==> src/rtl/arb_pkg.sv <==
package arb_pkg;
    typedef enum logic [1:0] {
        ST_IDLE = 2'd0,
        ST_WAIT = 2'd1,
        ST_OWN  = 2'd2
    } arb_state_t;
endpackage

==> src/rtl/arb_fsm.sv <==
module arb_fsm
    import arb_pkg::*;
(
    input  logic       clk,
    input  logic       rst_n,
    input  logic       loc_req,
    input  logic       yield_n,
    input  logic       pri_in_n,
    input  logic       busy_n_i,
    input  logic       creq_n_i,
    output arb_state_t state
);
    arb_state_t state_nx;
    logic       can_take;
    logic       must_yield;

    // Bus is free for us: priority granted, nobody holds busy.
    assign can_take   = loc_req && !pri_in_n && busy_n_i;
    // A higher master is waiting and yielding is permitted.
    assign must_yield = !yield_n && !creq_n_i && pri_in_n;

    always_ff @(posedge clk or negedge rst_n) begin
        if (!rst_n) state <= ST_IDLE;
        else        state <= state_nx;
    end

    always_comb begin
        state_nx = state;
        unique case (state)
            ST_IDLE: if (loc_req) state_nx = ST_WAIT;                // REQUEST
            ST_WAIT: begin
                if (!loc_req)      state_nx = ST_IDLE;               // WITHDRAW
                else if (can_take) state_nx = ST_OWN;                // ACQUIRE
            end
            ST_OWN: begin
                if (!loc_req)        state_nx = ST_IDLE;             // RELEASE
                else if (must_yield) state_nx = ST_WAIT;             // YIELD
            end
            default: state_nx = ST_IDLE;
        endcase
    end
endmodule

==> src/rtl/arb_drive.sv <==
module arb_drive
    import arb_pkg::*;
#(
    parameter bit SERIAL_CHAIN = 1'b1
) (
    input  arb_state_t state,
    input  logic       pri_in_n,
    output logic       grant,
    output logic       breq_n_o,
    output logic       busy_n_o,
    output logic       creq_n_o,
    output logic       pri_out_n
);
    logic active;

    always_comb begin
        grant    = 1'b0;
        active   = 1'b0;
        busy_n_o = 1'b1;
        creq_n_o = 1'b1;
        unique case (state)
            ST_IDLE: ;
            ST_WAIT: begin
                active   = 1'b1;
                creq_n_o = 1'b0;
            end
            ST_OWN: begin
                active   = 1'b1;
                grant    = 1'b1;
                busy_n_o = 1'b0;
            end
            default: ;
        endcase
        breq_n_o = !active;
    end

    generate
        if (SERIAL_CHAIN) begin : g_serial
            assign pri_out_n = active ? 1'b1 : pri_in_n;
        end else begin : g_parallel
            assign pri_out_n = 1'b1;
        end
    endgenerate
endmodule

==> src/rtl/bus_arb_unit.sv <==
module bus_arb_unit
    import arb_pkg::*;
#(
    parameter bit SERIAL_CHAIN = 1'b1
) (
    input  logic clk,
    input  logic rst_n,
    input  logic loc_req,
    input  logic yield_n,
    input  logic pri_in_n,
    input  logic busy_n_i,
    input  logic creq_n_i,
    output logic grant,
    output logic breq_n_o,
    output logic busy_n_o,
    output logic creq_n_o,
    output logic pri_out_n
);
    arb_state_t state;

    arb_fsm u_fsm (
        .clk      (clk),
        .rst_n    (rst_n),
        .loc_req  (loc_req),
        .yield_n  (yield_n),
        .pri_in_n (pri_in_n),
        .busy_n_i (busy_n_i),
        .creq_n_i (creq_n_i),
        .state    (state)
    );

    arb_drive #(.SERIAL_CHAIN(SERIAL_CHAIN)) u_drive (
        .state     (state),
        .pri_in_n  (pri_in_n),
        .grant     (grant),
        .breq_n_o  (breq_n_o),
        .busy_n_o  (busy_n_o),
        .creq_n_o  (creq_n_o),
        .pri_out_n (pri_out_n)
    );
endmodule

==> config.mk <==
export PLATFORM = sky130hd
export DESIGN_NAME = bus_arb_unit
export DESIGN_NICKNAME = d
export VERILOG_FILES = /design/src/rtl/arb_pkg.sv /design/src/rtl/arb_fsm.sv /design/src/rtl/arb_drive.sv /design/src/rtl/bus_arb_unit.sv
export SDC_FILE = /design/constraint.sdc
export NUM_CORES = 1
export LEC_CHECK = 0
export CORE_AREA = 10 10 47 49
export CTS_BUF_LIST = sky130_fd_sc_hd__clkbuf_2
export CTS_CLUSTER_DIAMETER = 30
export DETAILED_ROUTE_END_ITERATION = 8
export DIE_AREA = 0 0 57 59
export DONT_BUFFER_PORTS = 1
export SYNTH_ARGS = -nofsm -noshare
export SYNTH_HDL_FRONTEND = slang
export SYNTH_SLANG_ARGS = --single-unit
==> constraint.sdc <==
create_clock -name clk -period 1.4 [get_ports clk]
set_clock_uncertainty 0.1 [all_clocks]
set_input_delay 0.21 -clock clk [delete_from_list [all_inputs] [get_ports clk]]
set_output_delay 0.21 -clock clk [all_outputs]
set_load 0.01 [all_outputs]
==> flow_summary.toml <==
[floorplan]
die-area_sq_um = 3360
rows = 14
io_pins = 12
start_util = 0.149
core_sq_um = 1400
fp.dieW_um = 57
dieHeight_um = 59

[final_layout]
area_growth_syn_to_layout_pct = 89.8
largest_reg_flops = 2
reg.largest.list = "u_fsm.state x2"
drive_gt1_frac = 0.706
fill_cells = 160
layout.cells.non_filler = 50
nets = 47
largest-register = "u_fsm.state"
antennaDiodeCount = 0

[logic_synthesis]
syn_nets = 34
yosys_warnings = 0
synth_xor_area_frac = 0
synth_top_family_by_area = "adder cells"
synth-simple-area-share = 0.228
synth_cells = 23
synth-seq-cells = 2
synth.distinct_cells = 12
synthAdderAreaFrac = 0.240
ys_seq_area_frac = 0.240
synth_mux_area_frac = 0.108
syn_area_per_cell_sq_um = 9.08
syn_area_sq_um = 209
synth_compound_area_frac = 0.0958

[timing]
relSlewSlack = 0.843
clock.fmax_mhz = 684
setup_ws_ps = -62.5
finalHoldViolCount = 0
final-setup-viol-count = 3
period_share = 1.04
drv_slew = 0
finalCriticalPeriod_ps = 1460
tightest_slew_ps = 234
whs_ps = 148
grt_setup_unrepaired = "true"

[power]
powerDensity_nw_per_um2 = 2040
leakage_nw = 0.186
p_comb_frac = 0.758
p_clk_frac = 0.115
sw_frac_of_total = 0.407
power.share.sequential = 0.128
p_int_w = 0.000480
power_switching_w = 0.000329
peakVddDrop_mv = 0.727

[critical_path]
worstSetupPathType = "flop to flop"
worstSetupEndpointType = "flop"
path_buf_inv = 1
path_max_fanout = 3
cp_slowest_stage_delay_ps = 390
cp.required_ps = 1370
cp_top_family = "flip-flops"
slowest_stage = "dfrtp_1"
crit_chain = "inv_2 -> ha_4 -> nand2_4 -> o221ai_4 -> mux2_4"
arrival_ps = 1430
cp-start-kind = "flop"

[route]
drtAntennaViolNets = 0
drc_errors = 0
viasPerCell = 3.76
wirelength_um = 583
drt_pass1_iterations = 4
wl_per_cell_um = 11.7
drtIter0Drc = 5
vias = 188

[cts]
numCtsBuffers = 3
cts.clk_slew.worst_paths_ps = 30
h-tree-depth = 1
clock-root-buffer = "clkbuf_2"
cts.sinks = 2
cts_tree = "done"
clk_latency_ps = 190
cts_buffer_depth = 2

[global_route]
antenna_found_initial = 0
grt_pass1_vias = 202
grt_pass1_wl_um = 938
overflow = 0
grt_start_max_net_pins = 5
grt_usage = 0.0398

[placement]
place_worst_setup_slack_ps = -115
gp_congestion = 0.656
dp.cells = 43
port_buffers = 0
hpwl_um = 414

[status]
status = "complete, but fails checks"
violations = "setup timing"

[flow_run]
cap_viol_max_count = 0

[worst_hold_path]
hold_class = "input port to async pin"
cell usage after synthesis:
cell type,number,area share
inv_1,5,0.090
a21oi_1,1,0.024
nand2b_1,1,0.030
nor2_1,2,0.036
or2_2,1,0.030
dfrtp_1,2,0.24
o221ai_2,1,0.072
nand2_1,2,0.036
and2b_1,1,0.036
nor3b_2,1,0.060
ha_1,4,0.24
mux2_2,2,0.11
cells in the final DEF, fill, tap and decap left out:
master | netlist | routed
buf_4 | 0 | 4
ha_4 | 0 | 3
clkbuf_2 | 0 | 3
buf_6 | 0 | 3
inv_4 | 0 | 2
inv_2 | 0 | 2
nor2_1 | 2 | 2
nand2_4 | 0 | 2
mux2_4 | 0 | 2
dfrtp_1 | 2 | 2
inv_1 | 5 | 1
or2_4 | 0 | 1
a21oi_1 | 1 | 1
nor3b_2 | 1 | 1
and2b_1 | 1 | 1
nand2b_1 | 1 | 1
o221ai_4 | 0 | 1
ha_1 | 4 | 1
dlygate4sd3_1 | 0 | 1
worst register-to-register path, stage by stage (launching register included):
cell and delay, ps:
dfrtp_1 390, inv_2 110, ha_4 170, nand2_4 50
o221ai_4 200, mux2_4 330
power by group through the flow:
stage / Clock (W) / Sequential (W) / Combinational, W
final: 0.0000927 / 0.000103 / 0.000613
after global routing: 0.000112 / 0.000105 / 0.000662
after CTS: 0.0000999 / 0.000102 / 0.000565
after detailed placement: 0 / 0.000114 / 0.000343
after global placement: 0 / 0.000113 / 0.000335
after floorplan: 0 / 0.000109 / 0.000240
cell type report:
cell class | count | area, sq um | area share
inverter | 5 | 23.8 | 0.0599
clock buffer | 3 | 15.0 | 0.0379
timing repair buffer | 8 | 73.8 | 0.186
tap | 16 | 20.0 | 0.0505
sequential | 2 | 50.0 | 0.126
multi-input combinational | 16 | 214 | 0.539
path summary, 6_finish.rpt:
check	start	endpoint	slack, ps	cells past startpoint
max	u_fsm.state[0]	u_fsm.state[1]	-60	5
max in group asynchronous	rst_n	u_fsm.state[0]	930	1
max reg2reg	u_fsm.state[0]	u_fsm.state[1]	-60	5
min in group clk	loc_req	u_fsm.state[0]	230	3
min	rst_n	u_fsm.state[1]	150	1
min reg2reg	u_fsm.state[0]	u_fsm.state[0]	660	3
logic make-up (layout without fill, tap and decap cells):
group,Yosys count,count (layout)
buf+inv,5,16
compound gates,2,2
simple gates,8,8
mux,2,2
flops,2,2
fa+ha+maj,4,4
through the flow:
step	area [sq um]	setup TNS [ps]	total power [W]	utilization
2_1_floorplan	221	-55.7	0.000350	-
3_3_place_gp	272	-214	0.000448	0.194
3_5_place_dp	272	-262	0.000457	0.194
4_1_cts	377	-181	0.000767	0.269
5_1_grt	397	-354	0.000880	0.283
6_report	397	-166	0.000810	0.283
metal layers:
| metal | track usage | part of all wire |
|---|---|---|
| met1 | 0.0310 | 0.38 |
| met2 | 0.0543 | 0.53 |
| met3 | 0.0408 | 0.094 |
| met4 | 0.0403 | 0 |
| met5 | 0 | 0 |
repair_timing:
item                       4_1_cts  5_1_grt
setup endpoints to repair        5        6
gates resized for setup         14        5
buffers inserted                 3        0
hold buffers                     1        0
hold endpoints to repair         2        0
pin swaps                        6        0
Power figures use the tool's default switching activity.
